### config.mk
export PLATFORM = sky130hd
export DESIGN_NAME = gpio_port
export DESIGN_NICKNAME = d
export VERILOG_FILES = /design/src/rtl/gpio_pkg.sv /design/src/rtl/gpio_sync.sv /design/src/rtl/gpio_regs.sv /design/src/rtl/gpio_pad_ctl.sv /design/src/rtl/gpio_read_mux.sv /design/src/rtl/gpio_port.sv
export SDC_FILE = /design/constraint.sdc
export NUM_CORES = 1
export LEC_CHECK = 0
export BUFFER_PORTS_ARGS = -buffer_cell sky130_fd_sc_hd__buf_2
export CORE_MARGIN = 1.5
export CORE_UTILIZATION = 46
export DETAILED_ROUTE_END_ITERATION = 6
export PLACE_DENSITY = 0.79
export SLEW_MARGIN = 20
export SYNTH_ARGS = -nofsm -noshare
export SYNTH_HDL_FRONTEND = slang
export SYNTH_SLANG_ARGS = --single-unit
### constraint.sdc
create_clock -name clk -period 1.4 [get_ports clk]
set_input_delay 0.07 -clock clk [delete_from_list [all_inputs] [get_ports clk]]
set_output_delay 0.07 -clock clk [all_outputs]
set_load 0.01 [all_outputs]
### src/rtl/gpio_pkg.sv
package gpio_pkg;
  typedef enum logic [1:0] {
    MODE_SINGLE  = 2'b00,
    MODE_EXPAND  = 2'b01,
    MODE_EMULATE = 2'b10,
    MODE_ALT_SC  = 2'b11
  } port_mode_e;

  localparam logic OFFS_DATA = 1'b0;
  localparam logic OFFS_DIR  = 1'b1;
endpackage

### src/rtl/gpio_sync.sv
module gpio_sync #(
  parameter int WIDTH  = 8,
  parameter int STAGES = 2
) (
  input  logic             clk,
  input  logic             rst_n,
  input  logic [WIDTH-1:0] async_in,
  output logic [WIDTH-1:0] sync_out
);
  logic [WIDTH-1:0] stage_q [STAGES];

  always_ff @(posedge clk or negedge rst_n) begin
    if (!rst_n) stage_q[0] <= '0;
    else        stage_q[0] <= async_in;
  end

  for (genvar s = 1; s < STAGES; s++) begin : g_stage
    always_ff @(posedge clk or negedge rst_n) begin
      if (!rst_n) stage_q[s] <= '0;
      else        stage_q[s] <= stage_q[s-1];
    end
  end

  assign sync_out = stage_q[STAGES-1];
endmodule

### src/rtl/gpio_regs.sv
module gpio_regs #(
  parameter int WIDTH = 8
) (
  input  logic             clk,
  input  logic             rst_n,
  input  logic             wr_data_en,
  input  logic             wr_dir_en,
  input  logic [WIDTH-1:0] wr_value,
  output logic [WIDTH-1:0] data_q,
  output logic [WIDTH-1:0] dir_q
);
  always_ff @(posedge clk or negedge rst_n) begin
    if (!rst_n)          data_q <= '0;
    else if (wr_data_en) data_q <= wr_value;
  end

  always_ff @(posedge clk or negedge rst_n) begin
    if (!rst_n)         dir_q <= '0;
    else if (wr_dir_en) dir_q <= wr_value;
  end
endmodule

### src/rtl/gpio_pad_ctl.sv
module gpio_pad_ctl #(
  parameter int WIDTH = 8
) (
  input  logic             override,
  input  logic [WIDTH-1:0] data_q,
  input  logic [WIDTH-1:0] dir_q,
  input  logic [WIDTH-1:0] bus_drive,
  output logic [WIDTH-1:0] pad_out,
  output logic [WIDTH-1:0] pad_oe
);
  for (genvar i = 0; i < WIDTH; i++) begin : g_pin
    always_comb begin
      pad_oe[i]  = override ? 1'b1 : dir_q[i];
      pad_out[i] = override ? bus_drive[i] : data_q[i];
    end
  end
endmodule

### src/rtl/gpio_read_mux.sv
module gpio_read_mux #(
  parameter int WIDTH = 8
) (
  input  logic             sel_dir,
  input  logic             from_bus,
  input  logic [WIDTH-1:0] data_q,
  input  logic [WIDTH-1:0] dir_q,
  input  logic [WIDTH-1:0] pin_sync,
  input  logic [WIDTH-1:0] bus_seen,
  output logic [WIDTH-1:0] rdata
);
  logic [WIDTH-1:0] gp_view;

  for (genvar i = 0; i < WIDTH; i++) begin : g_bit
    assign gp_view[i] = dir_q[i] ? data_q[i] : pin_sync[i];
  end

  always_comb begin
    if (sel_dir)       rdata = dir_q;
    else if (from_bus) rdata = bus_seen;
    else               rdata = gp_view;
  end
endmodule

### src/rtl/gpio_port.sv
module gpio_port
  import gpio_pkg::*;
#(
  parameter int WIDTH       = 8,
  parameter int SYNC_STAGES = 2
) (
  input  logic             clk,
  input  logic             rst_n,
  input  logic [1:0]       mode,
  input  logic             reg_addr,
  input  logic             reg_we,
  input  logic [WIDTH-1:0] reg_wdata,
  output logic [WIDTH-1:0] reg_rdata,
  input  logic [WIDTH-1:0] pin_in,
  output logic [WIDTH-1:0] pin_out,
  output logic [WIDTH-1:0] pin_oe,
  input  logic [WIDTH-1:0] xbus_out,
  input  logic [WIDTH-1:0] xbus_in,
  output logic             xbus_wr_stb,
  output logic [WIDTH-1:0] xbus_wr_data
);
  logic             ovr_active;
  logic             emu_active;
  logic             wr_data_en;
  logic             wr_dir_en;
  logic [WIDTH-1:0] data_q;
  logic [WIDTH-1:0] dir_q;
  logic [WIDTH-1:0] pin_sync;

  always_comb begin
    ovr_active = (mode == MODE_EXPAND) || (mode == MODE_EMULATE);
    emu_active = (mode == MODE_EMULATE);
    wr_data_en = reg_we && (reg_addr == OFFS_DATA);
    wr_dir_en  = reg_we && (reg_addr == OFFS_DIR);
  end

  gpio_sync #(.WIDTH(WIDTH), .STAGES(SYNC_STAGES)) u_sync (
    .clk      (clk),
    .rst_n    (rst_n),
    .async_in (pin_in),
    .sync_out (pin_sync)
  );

  gpio_regs #(.WIDTH(WIDTH)) u_regs (
    .clk        (clk),
    .rst_n      (rst_n),
    .wr_data_en (wr_data_en),
    .wr_dir_en  (wr_dir_en),
    .wr_value   (reg_wdata),
    .data_q     (data_q),
    .dir_q      (dir_q)
  );

  gpio_pad_ctl #(.WIDTH(WIDTH)) u_pad (
    .override  (ovr_active),
    .data_q    (data_q),
    .dir_q     (dir_q),
    .bus_drive (xbus_out),
    .pad_out   (pin_out),
    .pad_oe    (pin_oe)
  );

  gpio_read_mux #(.WIDTH(WIDTH)) u_rmux (
    .sel_dir  (reg_addr == OFFS_DIR),
    .from_bus (emu_active),
    .data_q   (data_q),
    .dir_q    (dir_q),
    .pin_sync (pin_sync),
    .bus_seen (xbus_in),
    .rdata    (reg_rdata)
  );

  assign xbus_wr_stb  = wr_data_en && emu_active;
  assign xbus_wr_data = reg_wdata;
endmodule

==> out/metrics.csv <==
stage;metric;value;unit
outcome;status;finished, final reports clean;
cts;latest clock arrival within the worst-skew pair;340;ps
routing;routed wl met2;1.74;mm
job;max_cap viols;0;
synth;Compound-Gate Fraction of Synth Area;0.0690;
cts;Clock Tree Root;clkbuf_4;
critical_path;CP required;1330;ps
routing;WL per Instance;13.4;um
worst_hold_path;Hold WC Path Type;input pin to flip-flop;
timing;RSZ-0062 raised after global routing;true;
routing;Routed met3 length;206;um
place;port bufs;70;
cts;Clock transition at path regs;100;ps
critical_path;Critical Path Source Type;flip-flop;
synth;share of the synthesized area in the top cell type;0.520;
synth;Post-Syn Area;1540;um2
synth;multiplexer share of the synthesized area;0.195;
synth;EDFF count, synth;0;
timing;final-report hold violation count;0;
cts;Max clock buf depth;2;
grt;initial antenna violation count;0;
timing;Slew @ Worst Pin;670;ps
grt;first-pass GRT wire length;5.28;mm
timing;fin crit period;1370;ps
pwr;leakage dissipation;1.09;nW
synth;post-synth cell types;24;
routing;DR iter-0 viols;35;
synth;Syn Inst Count;125;
die;# rows;20;
synth;asr flop ratio synth;1.00;
die;core footprint;3130;um2
timing;fin worst setup slack;32.6;ps
synth;post-synthesis sequential area ratio;0.520;
synth;largest family of logic cells by synthesized area;multiplexers;
synth;synth warn;0;
place;worst slack, placed;119;ps
place;final RePlAce weighted congestion;0.765;
timing;crit share post-route;0.977;
synth;Seq cells post-synth;32;
critical_path;WP data arrival;1300;ps
routing;DRT antenna net count;0;
critical_path;Crit Path Max Fanout;4;
synth;syn_nets;164;
final_layout;Area Overhead vs Synth;42.5;%
timing;Setup Skew;5.05;ps
cts;Inserted Clock Buffers;5;
place;Final HPWL DP;2.44;mm
routing;vias;1254;
routing;# DRC;0;
synth;cell taking the most area after synthesis;dfrtp_1;
synth;synth cell count leaders;32 x dfrtp_1, 16 x mux2_2, 9 x buf_4;
die;die area;3700;um2
critical_path;crit path kind;flip-flop to output pin;
cts;clock net sink count;32;
pwr;Cell Pwr Density;1100;nW/um2
grt;vias in the first global route;1189;
routing;Post-Route M1 WL;1.48;mm
critical_path;CP Capture Type;output pin;
timing;Max Fclk;731;MHz
final_layout;FILL cells;233;
die;I/O pins;71;
routing;DRT Pass-1 Iters;4;
grt;largest net degree at the start of global routing;33;
synth;Post-Synth XOR/XNOR Area;0;
synth;simple-gate area share of the yosys netlist;0.119;
synth;adder-cell share of the synthesized area;0.00812;
die;Initial Utilization;0.492;
cts;H-tree Lvls;2;
grt;Tot GR Track Use;0.202;
routing;via/cell ratio;4.75;
cts;CTS tree;built;
timing;setup TNS after final layout;0;ps
final_layout;# diodes;0;
final_layout;Layout Utilization;0.702;
timing;Relative slew margins;0.553;
routing;DR top layer;met4;
die;Die Y;60.9;um
final_layout;proportion of layout cells with a drive suffix above 1;0.545;
grt;Overflow after GRT;0;
synth;most frequent cell after synthesis;dfrtp_1;
synth;Synth area leaders;dfrtp_1 52%, mux2_2 12%, mux2_4 7.8%;
pwr;Power Total;2.42;mW
routing;Routed WL;3.53;mm
timing;Setup Viol. Count Final;0;
synth;syn_area_per_cell;12.3;um2
die;die span in x;60.9;um
final_layout;nets;258;
pwr;Worst VDD drop;877;uV
timing;fin. max-slew vios;0;
synth;ys flop type;dfrtp_1;
[cell families after synthesis]
family                     count (synthesis)
AOI/OAI and AO/OA                         16
adders and majority gates                  1
buffers and inverters                     21
DFF                                       32
muxes                                     24
and+or+nand+nor                           31
[through the flow]
stage | area, um2 | instances | hold WS [ps]
after global routing | 2190 | 264 | 279
after detailed placement | 1880 | 231 | 148
final | 2190 | 264 | 258
after global placement | 1880 | 231 | 149
after CTS | 2140 | 257 | 264
after floorplan | 1540 | 125 | -226
[cell type report]
| type | instances | area [um2] | share of cell area |
|---|---|---|---|
| Clock buffer | 6 | 41.3 | 0.0188 |
| Clock inverter | 2 | 35.0 | 0.0160 |
| Inverter | 8 | 30.0 | 0.0137 |
| Multi-Input combinational cell | 72 | 614 | 0.280 |
| Sequential cell | 32 | 801 | 0.365 |
| Tap cell | 44 | 55.1 | 0.0251 |
| Timing Repair Buffer | 100 | 618 | 0.282 |
[worst paths after layout]
check                              startpoint                 end  slack (ps)  cells after the start
max in group asynchronous               rst_n   u_sync.stage_q[9]         680                      2
min in group asynchronous               rst_n  u_sync.sync_out[5]         280                      2
max reg2reg                  u_regs.data_q[4]    u_regs.data_q[4]         490                      2
min reg2reg                u_sync.stage_q[11]  u_sync.sync_out[3]         350                      0
max                           u_regs.dir_q[6]        reg_rdata[6]          30                      2
min                                    reg_we     u_regs.dir_q[6]         260                      3
[timing repair]
action / 4_1_cts / 5_1_grt
pin swaps: 1 / 2
cloned: 0 / 0
endpoints found under the hold margin: 54 / 0
setup endpoints to repair: 4 / 8
gates resized for setup: 3 / 4
hold buffers: 17 / 0
setup buffers: 1 / 7
[placed cells by master, fill, tap and decap left out, drive strengths merged]
master	netlist	final
clkinv	0	1
clkbuf	1	6
nor2b	8	8
mux2	24	24
dlygate4sd3	0	17
and2	1	1
nor2	2	2
buf	12	83
bufinv	0	1
dfrtp	32	32
nand2b	8	8
nor3b	1	1
inv	8	8
o21ai	7	7
a21oi	2	2
or2	1	1
nor4b	1	1
nand2	8	8
ha	1	1
o22a	1	1
and2b	1	1
o311ai	6	6
[worst max-delay path, cell delays in order (launching register included)]
cell and delay, ps:
dfrtp_1 410, o311ai_1 340, buf_2 200
[power by group]
group | switching [mW] | total, mW | internal (mW)
Sequential | 0.0595 | 1.07 | 1.02
Clock | 0.312 | 0.686 | 0.374
Combinational | 0.282 | 0.661 | 0.378
Total | 0.654 | 2.42 | 1.77
[sequential cells by signal, summed over array words and instances (netlist names)]
register and cells:
u_sync.sync_out 8, u_regs.data_q 8, u_sync.stage_q 8, u_regs.dir_q 8
[per-layer routing]
layer  vias up  global-route usage
met1       581               0.234
met4         0              0.0994
met3        12              0.0640
met5         -                   0
li1        606                   -
met2        55               0.338
(Power assumes the default switching activity.)
